`config.mk`:
```
export PLATFORM = sky130hd
export DESIGN_NAME = dma_chan_seq
export DESIGN_NICKNAME = d
export VERILOG_FILES = /design/src/rtl/dma_chan_seq.sv
export SDC_FILE = /design/constraint.sdc
export NUM_CORES = 1
export LEC_CHECK = 0
export BUFFER_PORTS_ARGS = -buffer_cell sky130_fd_sc_hd__buf_2
export CORE_MARGIN = 1
export CORE_UTILIZATION = 55
export DETAILED_ROUTE_END_ITERATION = 7
export GPL_ROUTABILITY_DRIVEN = 1
export HOLD_SLACK_MARGIN = 0.03
export PLACE_DENSITY = 0.79
export SLEW_MARGIN = 25
export SYNTH_ARGS = -nofsm -noshare
export SYNTH_HDL_FRONTEND = slang
export SYNTH_SLANG_ARGS = --single-unit
```
`constraint.sdc`:
```
create_clock -name clk -period 7.3 [get_ports clk]
set_clock_uncertainty 0.15 [all_clocks]
set_input_delay 0.73 -clock clk [delete_from_list [all_inputs] [get_ports clk]]
set_output_delay 0.73 -clock clk [all_outputs]
set_load 0.01 [all_outputs]
```
`src/rtl/dma_chan_seq.sv`:
```
module dma_chan_seq #(
  parameter int AW = 32,
  parameter int CW = 16
) (
  input  logic          clk,
  input  logic          rst_n,
  input  logic          start,
  input  logic          abort,
  input  logic [AW-1:0] cfg_src_addr,
  input  logic [AW-1:0] cfg_dst_addr,
  input  logic [CW-1:0] cfg_count,
  input  logic [2:0]    cfg_src_width,
  input  logic [2:0]    cfg_dst_width,
  input  logic [1:0]    cfg_src_mode,
  input  logic [1:0]    cfg_dst_mode,
  input  logic [3:0]    cfg_burst,
  output logic          rd_valid,
  input  logic          rd_ready,
  output logic [AW-1:0] rd_addr,
  output logic          wr_valid,
  input  logic          wr_ready,
  output logic [AW-1:0] wr_addr,
  output logic [CW-1:0] cur_count,
  output logic          busy,
  output logic          done,
  output logic          error
);
  localparam int TW = CW + 8;

  typedef enum logic [2:0] {S_IDLE, S_CHECK, S_READ, S_WRITE, S_DONE, S_ERR} st_t;

  st_t           st, nxt;
  logic [AW-1:0] src_q, dst_q;
  logic [CW-1:0] cnt_q;
  logic [2:0]    sw_q, dw_q;
  logic [1:0]    sm_q, dm_q;
  logic [3:0]    bs_q;
  logic [6:0]    held_q;

  function automatic logic [AW-1:0] step(input logic [AW-1:0] a, input logic [1:0] m,
                                         input logic [2:0] w);
    case (m)
      2'd0:    step = a + (AW'(1) << w);
      2'd1:    step = a - (AW'(1) << w);
      default: step = a;
    endcase
  endfunction

  wire [6:0] sbytes  = 7'd1 << sw_q;
  wire [6:0] dbytes  = 7'd1 << dw_q;
  wire [6:0] held_rd = held_q + sbytes;
  wire [6:0] held_wr = held_q - dbytes;

  wire bad_enc   = (sw_q > 3'd5) | (dw_q > 3'd5) | (sm_q == 2'd3) | (dm_q == 2'd3) | (bs_q > 4'd10);
  wire zero_cnt  = (cnt_q == '0);
  wire src_mis   = |(src_q & ((AW'(1) << sw_q) - AW'(1)));
  wire dst_mis   = |(dst_q & ((AW'(1) << dw_q) - AW'(1)));
  wire tot_mis   = |((TW'(cnt_q) << sw_q) & ((TW'(1) << dw_q) - TW'(1)));
  wire burst_mis = ({1'b0, bs_q} + {2'b0, sw_q}) < {2'b0, dw_q};
  wire cfg_bad   = bad_enc | zero_cnt | src_mis | dst_mis | tot_mis | burst_mis;

  wire rd_fire = (st == S_READ)  && rd_ready && !abort;
  wire wr_fire = (st == S_WRITE) && wr_ready && !abort;

  always_comb begin
    nxt = st;
    case (st)
      S_IDLE:  if (start) nxt = S_CHECK;
      S_CHECK: nxt = cfg_bad ? S_ERR : S_READ;
      S_READ:  if (rd_ready) nxt = (held_rd >= dbytes) ? S_WRITE : S_READ;
      S_WRITE: if (wr_ready) nxt = (held_wr >= dbytes) ? S_WRITE :
                                   (cnt_q == '0) ? S_DONE : S_READ;
      default: nxt = S_IDLE;
    endcase
    if (abort) nxt = S_IDLE;
  end

  always_ff @(posedge clk or negedge rst_n) begin
    if (!rst_n) begin
      st     <= S_IDLE;
      src_q  <= '0;
      dst_q  <= '0;
      cnt_q  <= '0;
      sw_q   <= '0;
      dw_q   <= '0;
      sm_q   <= '0;
      dm_q   <= '0;
      bs_q   <= '0;
      held_q <= '0;
    end else begin
      st <= nxt;
      if (st == S_IDLE && start && !abort) begin
        src_q  <= cfg_src_addr;
        dst_q  <= cfg_dst_addr;
        cnt_q  <= cfg_count;
        sw_q   <= cfg_src_width;
        dw_q   <= cfg_dst_width;
        sm_q   <= cfg_src_mode;
        dm_q   <= cfg_dst_mode;
        bs_q   <= cfg_burst;
        held_q <= '0;
      end
      if (rd_fire) begin
        src_q  <= step(src_q, sm_q, sw_q);
        cnt_q  <= cnt_q - CW'(1);
        held_q <= held_rd;
      end
      if (wr_fire) begin
        dst_q  <= step(dst_q, dm_q, dw_q);
        held_q <= held_wr;
      end
    end
  end

  assign rd_valid  = (st == S_READ)  && !abort;
  assign wr_valid  = (st == S_WRITE) && !abort;
  assign rd_addr   = src_q;
  assign wr_addr   = dst_q;
  assign cur_count = cnt_q;
  assign busy      = (st != S_IDLE);
  assign done      = (st == S_DONE);
  assign error     = (st == S_ERR);
endmodule

```
* After elaboration in Yosys (flattened, before gate mapping)
Index checks and enable logic that the tools add are counted.
** Operators by class
- Shifts and indexed selects :: 6
- Equal/unequal tests :: 14
- $lt $le $gt $ge :: 6
- Reductions and logical operators :: 23
- Bitwise operators :: 12
- $add $sub $neg :: 11
- Mux-type cells :: 20
** Operator list (number)
- 32-bit two-way mux :: 4
- 32-bit case mux with 2 select lines :: 2
- 32-bit adder :: 2
- 32-bit AND :: 2
- 32-bit OR reduction :: 2
- 1-bit by 3-bit left shift with 32-bit output (first input constant) :: 2
- 32-bit by 1-bit subtractor with 32-bit output (second input constant) :: 2
- 32-bit subtractor :: 2
- 16-bit two-way mux :: 2
- 24-bit AND :: 1
- 24-bit OR reduction :: 1
- 1-bit by 3-bit left shift with 24-bit output (first input constant) :: 1
- 16-bit by 3-bit left shift with 24-bit output :: 1
- 24-bit by 1-bit subtractor with 24-bit output (second input constant) :: 1
- 3-bit two-way mux :: 7
- 7-bit two-way mux :: 3
- 16-bit logical NOT :: 1
- 16-bit by 1-bit subtractor with 16-bit output (second input constant) :: 1
- 7-bit >= comparator :: 2
- 1-bit by 3-bit left shift with 7-bit output (first input constant) :: 2
- 3-bit case mux with 4 select lines :: 1
- 3-bit inequality test (second input constant) :: 3
- 1-bit bitwise OR :: 9
- 1-bit logical AND :: 8
- other kinds (20) :: 30
** Word-level totals
- Logic and storage cells :: 102
- Register bits :: 104
- Input port bits :: 100

* Logic depth before layout (Yosys ltp)
Gate-level depths: netlist (run 1).
- Depth after elaboration :: 13
- Mapped depth :: 20
- Gate-level depth less buffers :: 18

* Worst setup path after synthesis (run 1)
Ideal clock, no wire load.
- Kind :: register to register
- From :: register dw_q[1]
- To :: register dst_q[31] (netlist: wr_addr[31])
- Clock period less this slack :: 4.503 ns
- Cell stages (with the launch flop) :: 18
- Path buffers :: 1
- Setup time :: 0.069 ns
- Data arrival time :: 4.284 ns
- Path slack :: 2.797 ns
- Cells stage by stage :: dfrtp_1 -> clkbuf_1 -> nor3_1 -> inv_1 -> ha_1 -> nor2b_1 -> a31oi_1 -> ha_1 -> nor2b_1 -> o31a_1 -> a21o_1 -> o211a_1 -> o21ai_1 -> a31oi_2 -> o21ai_1 -> mux2_2 -> or4_1 -> nand3_1
** Between the ends
- Cells in the longest elaborated chain, start to end :: 4
- Elaborated cells between the ends (all ways) :: 5
- Those cells by class :: 2 x add/sub; 1 x shift; 2 x mux
** Ends and longest elaborated chain
- start: declaration :: line 35 : logic [2:0] sw_q, dw_q;
- start signal: assignment :: line 97 : dw_q <= cfg_dst_width;
- 1-bit by 3-bit left shift with 32-bit output (*) :: line 43, 44
- 32-bit subtractor / 32-bit adder (equally long branches) :: line 44, 43
- 32-bit case mux with 2 select lines (*) :: line 42 : case (m)
- 32-bit two-way mux (*) :: line 108 : if (wr_fire) begin
- end signal: assignment :: line 94 : dst_q <= cfg_dst_addr;
- end signal: assignment :: line 109 : dst_q <= step(dst_q, dm_q, dw_q);
- end: declaration :: line 33 : logic [AW-1:0] src_q, dst_q;
Mark *: on every way between the ends. The rest lies on a longest branch, timed or not.
A chain may end at the register's enable or synchronous reset.

* Final worst setup path (run 1)
- From :: register dw_q[0]
- To :: register dst_q[31] (netlist: wr_addr[31])
The elaborated chain is that of the path after synthesis.

==> results of run 1 <==
[layout by cell type (no fill, tap or decap), drive strengths merged, types with 9 or more instances in the layout]
master | Yosys | layout
buf | 7 | 194
nand2 | 151 | 151
a21oi | 108 | 108
ha | 104 | 104
dfrtp | 104 | 104
o21ai | 81 | 81
nor2 | 79 | 79
inv | 45 | 45
a21o | 42 | 42
xnor2 | 42 | 42
a22oi | 32 | 32
nand3 | 29 | 29
nor3 | 27 | 27
xor2 | 25 | 25
o21bai | 18 | 18
nand2b | 18 | 18
a211oi | 16 | 16
a31oi | 16 | 16
nor2b | 15 | 15
o211ai | 14 | 14
or3 | 13 | 13
and3 | 13 | 13
clkbuf | 46 | 13
nand4 | 9 | 9
[worst paths after layout]
check | startpoint | to
worst max-delay path | dw_q[0]$_DFFE_PN0P_ | wr_addr[31]$_DFFE_PN0P_
worst min-delay path | rst_n | rd_addr[19]$_DFFE_PN0P_
worst max register to register | dw_q[0]$_DFFE_PN0P_ | wr_addr[31]$_DFFE_PN0P_
worst min register to register | st[2]$_DFFE_PN0P_ | st[1]$_DFFE_PN0P_
max in group asynchronous | rst_n | held_q[5]$_DFFE_PN0P_
min in group clk | st[2]$_DFFE_PN0P_ | st[1]$_DFFE_PN0P_
[per-stage QoR]
step | instances | hold WS (ns) | power, mW
2_1_floorplan | 1196 | 0.284 | 2.67
3_3_place_gp | 1562 | 0.339 | 3.25
3_5_place_dp | 1562 | 0.347 | 3.29
4_1_cts | 1577 | 0.297 | 3.88
5_1_grt | 1577 | 0.323 | 4.21
6_report | 1577 | 0.262 | 3.92
[layer usage]
| layer | GRT usage | wire length [µm] | up-vias |
|---|---|---|---|
| li1 | - | - | 4726 |
| met1 | 0.434 | 12800 | 4819 |
| met2 | 0.536 | 14000 | 395 |
| met3 | 0.0479 | 2000 | 61 |
| met4 | 0.129 | 869 | 0 |
| met5 | 0 | 0 | - |
[power by group through the flow]
| stage | sequential (mW) | combinational [mW] | clock [mW] |
|---|---|---|---|
| after floorplan | 0.881 | 1.79 | 0 |
| after global placement | 0.913 | 2.34 | 0 |
| after detailed placement | 0.914 | 2.38 | 0 |
| after CTS | 0.905 | 2.40 | 0.572 |
| after global routing | 0.930 | 2.69 | 0.591 |
| final | 0.912 | 2.44 | 0.567 |
[sequential cells by signal, summed over array words and instances (netlist names), 3 cells and up]
signal and flops:
rd_addr 32, dw_q 3, bs_q 4, sw_q 3, cur_count 16, held_q 7, wr_addr 32, st 3
[cells by family (layout without fill, tap and decap cells)]
group           after synthesis  in the layout  synth area share
mux                          16             16            0.0216
simple gates                394            394             0.196
xor+xnor                     67             67            0.0600
fa+ha+maj                   110            110             0.144
flops                       104            104             0.266
buf+inv                      98            254            0.0386
compound gates              407            407             0.274
[critical path, stage by stage, from the launching register on]
cell and delay, ns:
dfrtp_1 0.60, nor3_1 0.74, inv_1 0.21, ha_1 0.37, nor2b_1 0.15, a31oi_1 0.26, ha_1 0.29, nor2b_1 0.14
o31a_1 0.27, a21o_1 0.18, o211a_1 0.25, o21ai_1 0.27, a31oi_2 0.20, o21ai_1 0.22, mux2_2 0.37, or4_1 0.46
nand3_1 0.08
[synthesized netlist by cell type (7+ instances only)]
| master | n |
|---|---|
| a21oi_1 | 106 |
| o21bai_1 | 18 |
| a221o_1 | 7 |
| o21a_1 | 8 |
| nor3_1 | 24 |
| a31oi_1 | 15 |
| clkbuf_1 | 46 |
| xnor2_1 | 42 |
| nand4_1 | 9 |
| nand2_1 | 151 |
| o22ai_1 | 7 |
| nor2b_1 | 14 |
| and3_1 | 13 |
| xor2_1 | 25 |
| or3_1 | 13 |
| nand2b_1 | 17 |
| a21o_1 | 42 |
| ha_1 | 104 |
| a211oi_1 | 16 |
| o311ai_0 | 7 |
| nand3_1 | 29 |
| inv_1 | 45 |
| o21ai_0 | 76 |
| o211ai_1 | 14 |
| nor2_1 | 79 |
| a22oi_1 | 32 |
| mux2i_1 | 8 |
| dfrtp_1 | 104 |
[cell type report]
class	count	share of cell area
Clock buffer	13	0.0250
Clock inverter	2	0.00536
Inverter	45	0.0151
Multi-Input combinational cell	994	0.608
Sequential cell	104	0.232
Tap cell	225	0.0251
Timing Repair Buffer	194	0.0891
==> results.py, run 1 <==
metrics = {
    "run_status": {
        "status": "completed",
    },
    "clocking": {
        "cts_hold_buffers": 0,
        "numCtsBuffers": 9,
        "cts.repair.resized": 0,
        "cts_sinks": 104,
        "clk_pin_slew_ns": 0.07,
        "clk_latency_ns": 0.36,
        "cts_setup_buffers": 0,
        "cts_tree": "built",
        "clockBufferDepth": 2,
        "htreeDepth": 3,
        "root_buffer": "clkbuf_16",
    },
    "global_route": {
        "grt_overflow": 0,
        "grt_pass1_vias": 9343,
        "grt_pass1_wl_um": 47300,
        "grt_max_degree": 55,
        "grt_usage": 0.327,
        "antenna_found_initial": 0,
    },
    "pwr": {
        "internal-power_mw": 2.09,
        "comb_power_share": 0.623,
        "leakage_nw": 5.54,
        "sequentialPowerShare": 0.233,
        "power.share.switching": 0.468,
        "clkPwrFrac": 0.145,
        "power_switching_mw": 1.83,
        "vdd_ir_drop_max_mv": 0.230,
        "p_per_area_nw_per_um2": 350,
    },
    "critical_path": {
        "r2r_slack_ns": 2.05,
        "path_class": "reg -> reg",
        "r2r_cells": 16,
        "crit_arrival_ns": 5.39,
        "worstSetupStartpointType": "register",
        "endpoint_kind": "register",
        "critPathRequiredTime_ns": 7.44,
        "path_max_fanout": 20,
    },
    "die": {
        "start_util": 0.564,
        "core_um2": 17400,
        "fp-row-count": 48,
        "die_area_um2": 18300,
        "die_y_um": 135,
        "ioPinCount": 185,
        "fp.dieW_um": 135,
    },
    "sta": {
        "setup_viol": 0,
        "fin_ws_ns": 2.05,
        "fin_crit_sh": 0.719,
        "slew_viol_final": 0,
        "fmax_mhz": 191,
        "rsz0062_at_grt": "no",
        "slew_headroom": 0.326,
        "fin_tns_setup_ns": 0,
        "period_needed_ns": 5.25,
        "tightest_slew_ns": 1.00,
        "hold_violations": 0,
    },
    "detailed_routing": {
        "route.detailed.drc": 0,
        "via_count": 10000,
        "antenna_left": 0,
        "firstDrtPassIters": 6,
        "drt_iter0_drc": 800,
        "viasPerCell": 6.34,
        "routed_wl_um": 29700,
        "wl_per_cell_um": 18.8,
    },
    "synth": {
        "ys_ff_latch": 104,
        "yosysWarnings": 0,
        "synth_top_area_frac": 0.266,
        "syn_area_per_cell_um2": 8.18,
        "ys_seq_area_frac": 0.266,
        "synth_edf_count": 0,
        "async_reset_ff_frac": 1.00,
        "synth.area.top_cells": "dfrtp_1 27%, ha_1 13%, nand2_1 5.8%",
        "yosys.cell_types.count": 78,
        "synth_flop_cell": "dfrtp_1",
        "synth_area_leader_cell": "dfrtp_1",
        "synthCells": 1196,
        "syn_area_um2": 9780,
        "synth_nets": 1405,
    },
    "min_path": {
        "hp-class": "in -> async",
    },
    "run": {
        "maxCapViolations": 0,
    },
    "cells_and_area": {
        "multiInputGateArea_um2": 6810,
        "diodes": 0,
        "fillers": 1541,
        "drive_gt1_frac": 0.180,
        "area_growth_pct": 14.6,
        "design_area_um2": 11200,
        "regArea_um2": 2600,
        "final_nets": 1557,
        "fin_util": 0.646,
    },
    "place": {
        "place_area_um2": 10900,
        "io_buffers": 184,
        "gp_congestion": 0.962,
        "dp_hpwl_um": 22100,
        "pre_cts_slack_ns": 2.15,
    },
}
Power figures use the tool's default switching activity.
==> run 2: changes to the inputs <==
==> constraint.sdc (replaced) <==
create_clock -name clk -period 5.3 [get_ports clk]
set_clock_uncertainty 0.15 [all_clocks]
set_input_delay 0.53 -clock clk [delete_from_list [all_inputs] [get_ports clk]]
set_output_delay 0.53 -clock clk [all_outputs]
set_load 0.01 [all_outputs]
==> results.py, run 2 (synthesized netlist as in run 1, its figures left out) <==
metrics = {
    "global_route": {
        "antenna_found_initial": 0,
        "grt_max_degree": 55,
        "grt_overflow": 0,
        "grt_pass1_vias": 9345,
        "grt_pass1_wl_um": 47600,
        "grt_usage": 0.332,
    },
    "clocking": {
        "htreeDepth": 3,
        "clockBufferDepth": 2,
        "root_buffer": "clkbuf_16",
        "cts_hold_buffers": 0,
        "cts.repair.resized": 0,
        "cts_setup_buffers": 0,
        "clk_pin_slew_ns": 0.08,
        "cts_sinks": 104,
        "clk_latency_ns": 0.37,
        "cts_tree": "built",
        "numCtsBuffers": 9,
    },
    "cells_and_area": {
        "drive_gt1_frac": 0.183,
        "fin_util": 0.644,
        "fillers": 1551,
        "final_cells": 1583,
        "multiInputGateArea_um2": 6810,
        "final_nets": 1563,
        "area_growth_pct": 14.3,
        "mostFrequentLayoutCell": "buf_2",
        "diodes": 0,
        "regArea_um2": 2600,
        "layout_common_cells": "183 x buf_2, 150 x nand2_1, 106 x a21oi_1",
    },
    "sta": {
        "fin_tns_setup_ns": 0,
        "rsz0062_at_grt": "no",
        "slew_headroom": 0.321,
        "fmax_mhz": 204,
        "tightest_slew_ns": 1.02,
        "fin_crit_sh": 0.927,
        "hold_violations": 0,
        "period_needed_ns": 4.91,
        "setup_viol": 0,
        "slew_viol_final": 0,
        "fin_ws_ns": 0.387,
    },
    "detailed_routing": {
        "antenna_left": 0,
        "route.detailed.drc": 0,
        "wl_per_cell_um": 18.9,
        "routed_wl_um": 29900,
        "firstDrtPassIters": 5,
        "viasPerCell": 6.27,
        "drt_iter0_drc": 701,
        "via_count": 9918,
    },
    "place": {
        "pre_cts_slack_ns": 0.484,
        "io_buffers": 184,
        "gp_congestion": 0.973,
        "dp_cells": 1568,
        "dp_hpwl_um": 22600,
    },
    "min_path": {
        "hp-class": "in -> async",
    },
    "die": {
        "start_util": 0.564,
        "core_um2": 17400,
        "fp-row-count": 48,
        "fp.dieW_um": 135,
        "die_area_um2": 18300,
        "ioPinCount": 185,
        "die_y_um": 135,
    },
    "pwr": {
        "leakage_nw": 5.53,
        "p_per_area_nw_per_um2": 472,
        "vdd_ir_drop_max_mv": 0.269,
        "p_total_mw": 5.28,
    },
    "critical_path": {
        "crit_arrival_ns": 5.06,
        "critPathRequiredTime_ns": 5.45,
        "path_max_fanout": 18,
        "path_class": "reg -> reg",
        "endpoint_kind": "register",
        "worstSetupStartpointType": "register",
    },
    "run": {
        "maxCapViolations": 0,
    },
    "run_status": {
        "status": "completed",
    },
}
-- run 2: changes by cell type in the layout (fill, tap and decap cells not counted) --
| cell | before | now |
|---|---|---|
| buf_4 | 11 | 17 |
| bufinv_16 | 2 | 0 |
| clkbuf_8 | 4 | 2 |
| clkinv_2 | 0 | 2 |
| clkbuf_1 | 0 | 1 |
| clkinvlp_4 | 0 | 1 |
-- run 2: path summary, 6_finish.rpt --
kind	from	to	slack (ns)	cells after the start
worst max-delay path	dw_q[1]$_DFFE_PN0P_	wr_addr[31]$_DFFE_PN0P_	0.39	16
worst min-delay path	rst_n	rd_addr[11]$_DFFE_PN0P_	0.04	1
worst max register to register	dw_q[1]$_DFFE_PN0P_	wr_addr[31]$_DFFE_PN0P_	0.39	16
worst min register to register	sm_q[0]$_DFFE_PN0P_	sm_q[0]$_DFFE_PN0P_	0.37	2
max in group asynchronous	rst_n	wr_addr[8]$_DFFE_PN0P_	3.72	2
min in group clk	cfg_burst[2]	bs_q[2]$_DFFE_PN0P_	0.20	3
-- run 2: power breakdown --
group          switching, mW  internal [mW]  leakage, nW
clock                  0.324          0.341        0.134
combinational           1.93           1.46         4.12
sequential             0.261          0.962         1.28
total                   2.52           2.76         5.53
-- run 2: critical path, stage by stage, from the launching register on --
cell	delay [ns]
dfrtp_1	0.56
nor2_1	0.35
nand2_1	0.25
ha_1	0.39
nor2b_1	0.14
a31oi_1	0.27
ha_1	0.28
nor2b_1	0.14
o31a_1	0.28
a21o_1	0.18
o211a_1	0.26
o21ai_1	0.26
a31oi_2	0.19
o21ai_1	0.22
mux2_2	0.36
or4_1	0.46
nand3_1	0.10
-- run 2: routing by layer --
metal	track usage	wire [µm]	vias to the layer above
li1	-	-	4733
met4	0.130	905	0
met1	0.444	13000	4672
met5	0	0	-
met2	0.536	13800	441
met3	0.0550	2140	72
-- run 2: per-stage QoR --
step           hold WS (ns)  area, µm²
6_report             0.0410      11200
5_1_grt              0.0955      11200
4_1_cts              0.0788      11200
3_5_place_dp          0.349      10900
3_3_place_gp          0.339      10900
2_1_floorplan        0.0844       9780
-- run 2: cell type report --
class                   count  area share
well taps                 225      0.0252
repair buffers            200      0.0933
flip-flops and latches    104       0.233
inverters                  45      0.0151
clock buffers              12      0.0229
multi-input cells         994       0.609
clock inverters             3     0.00157
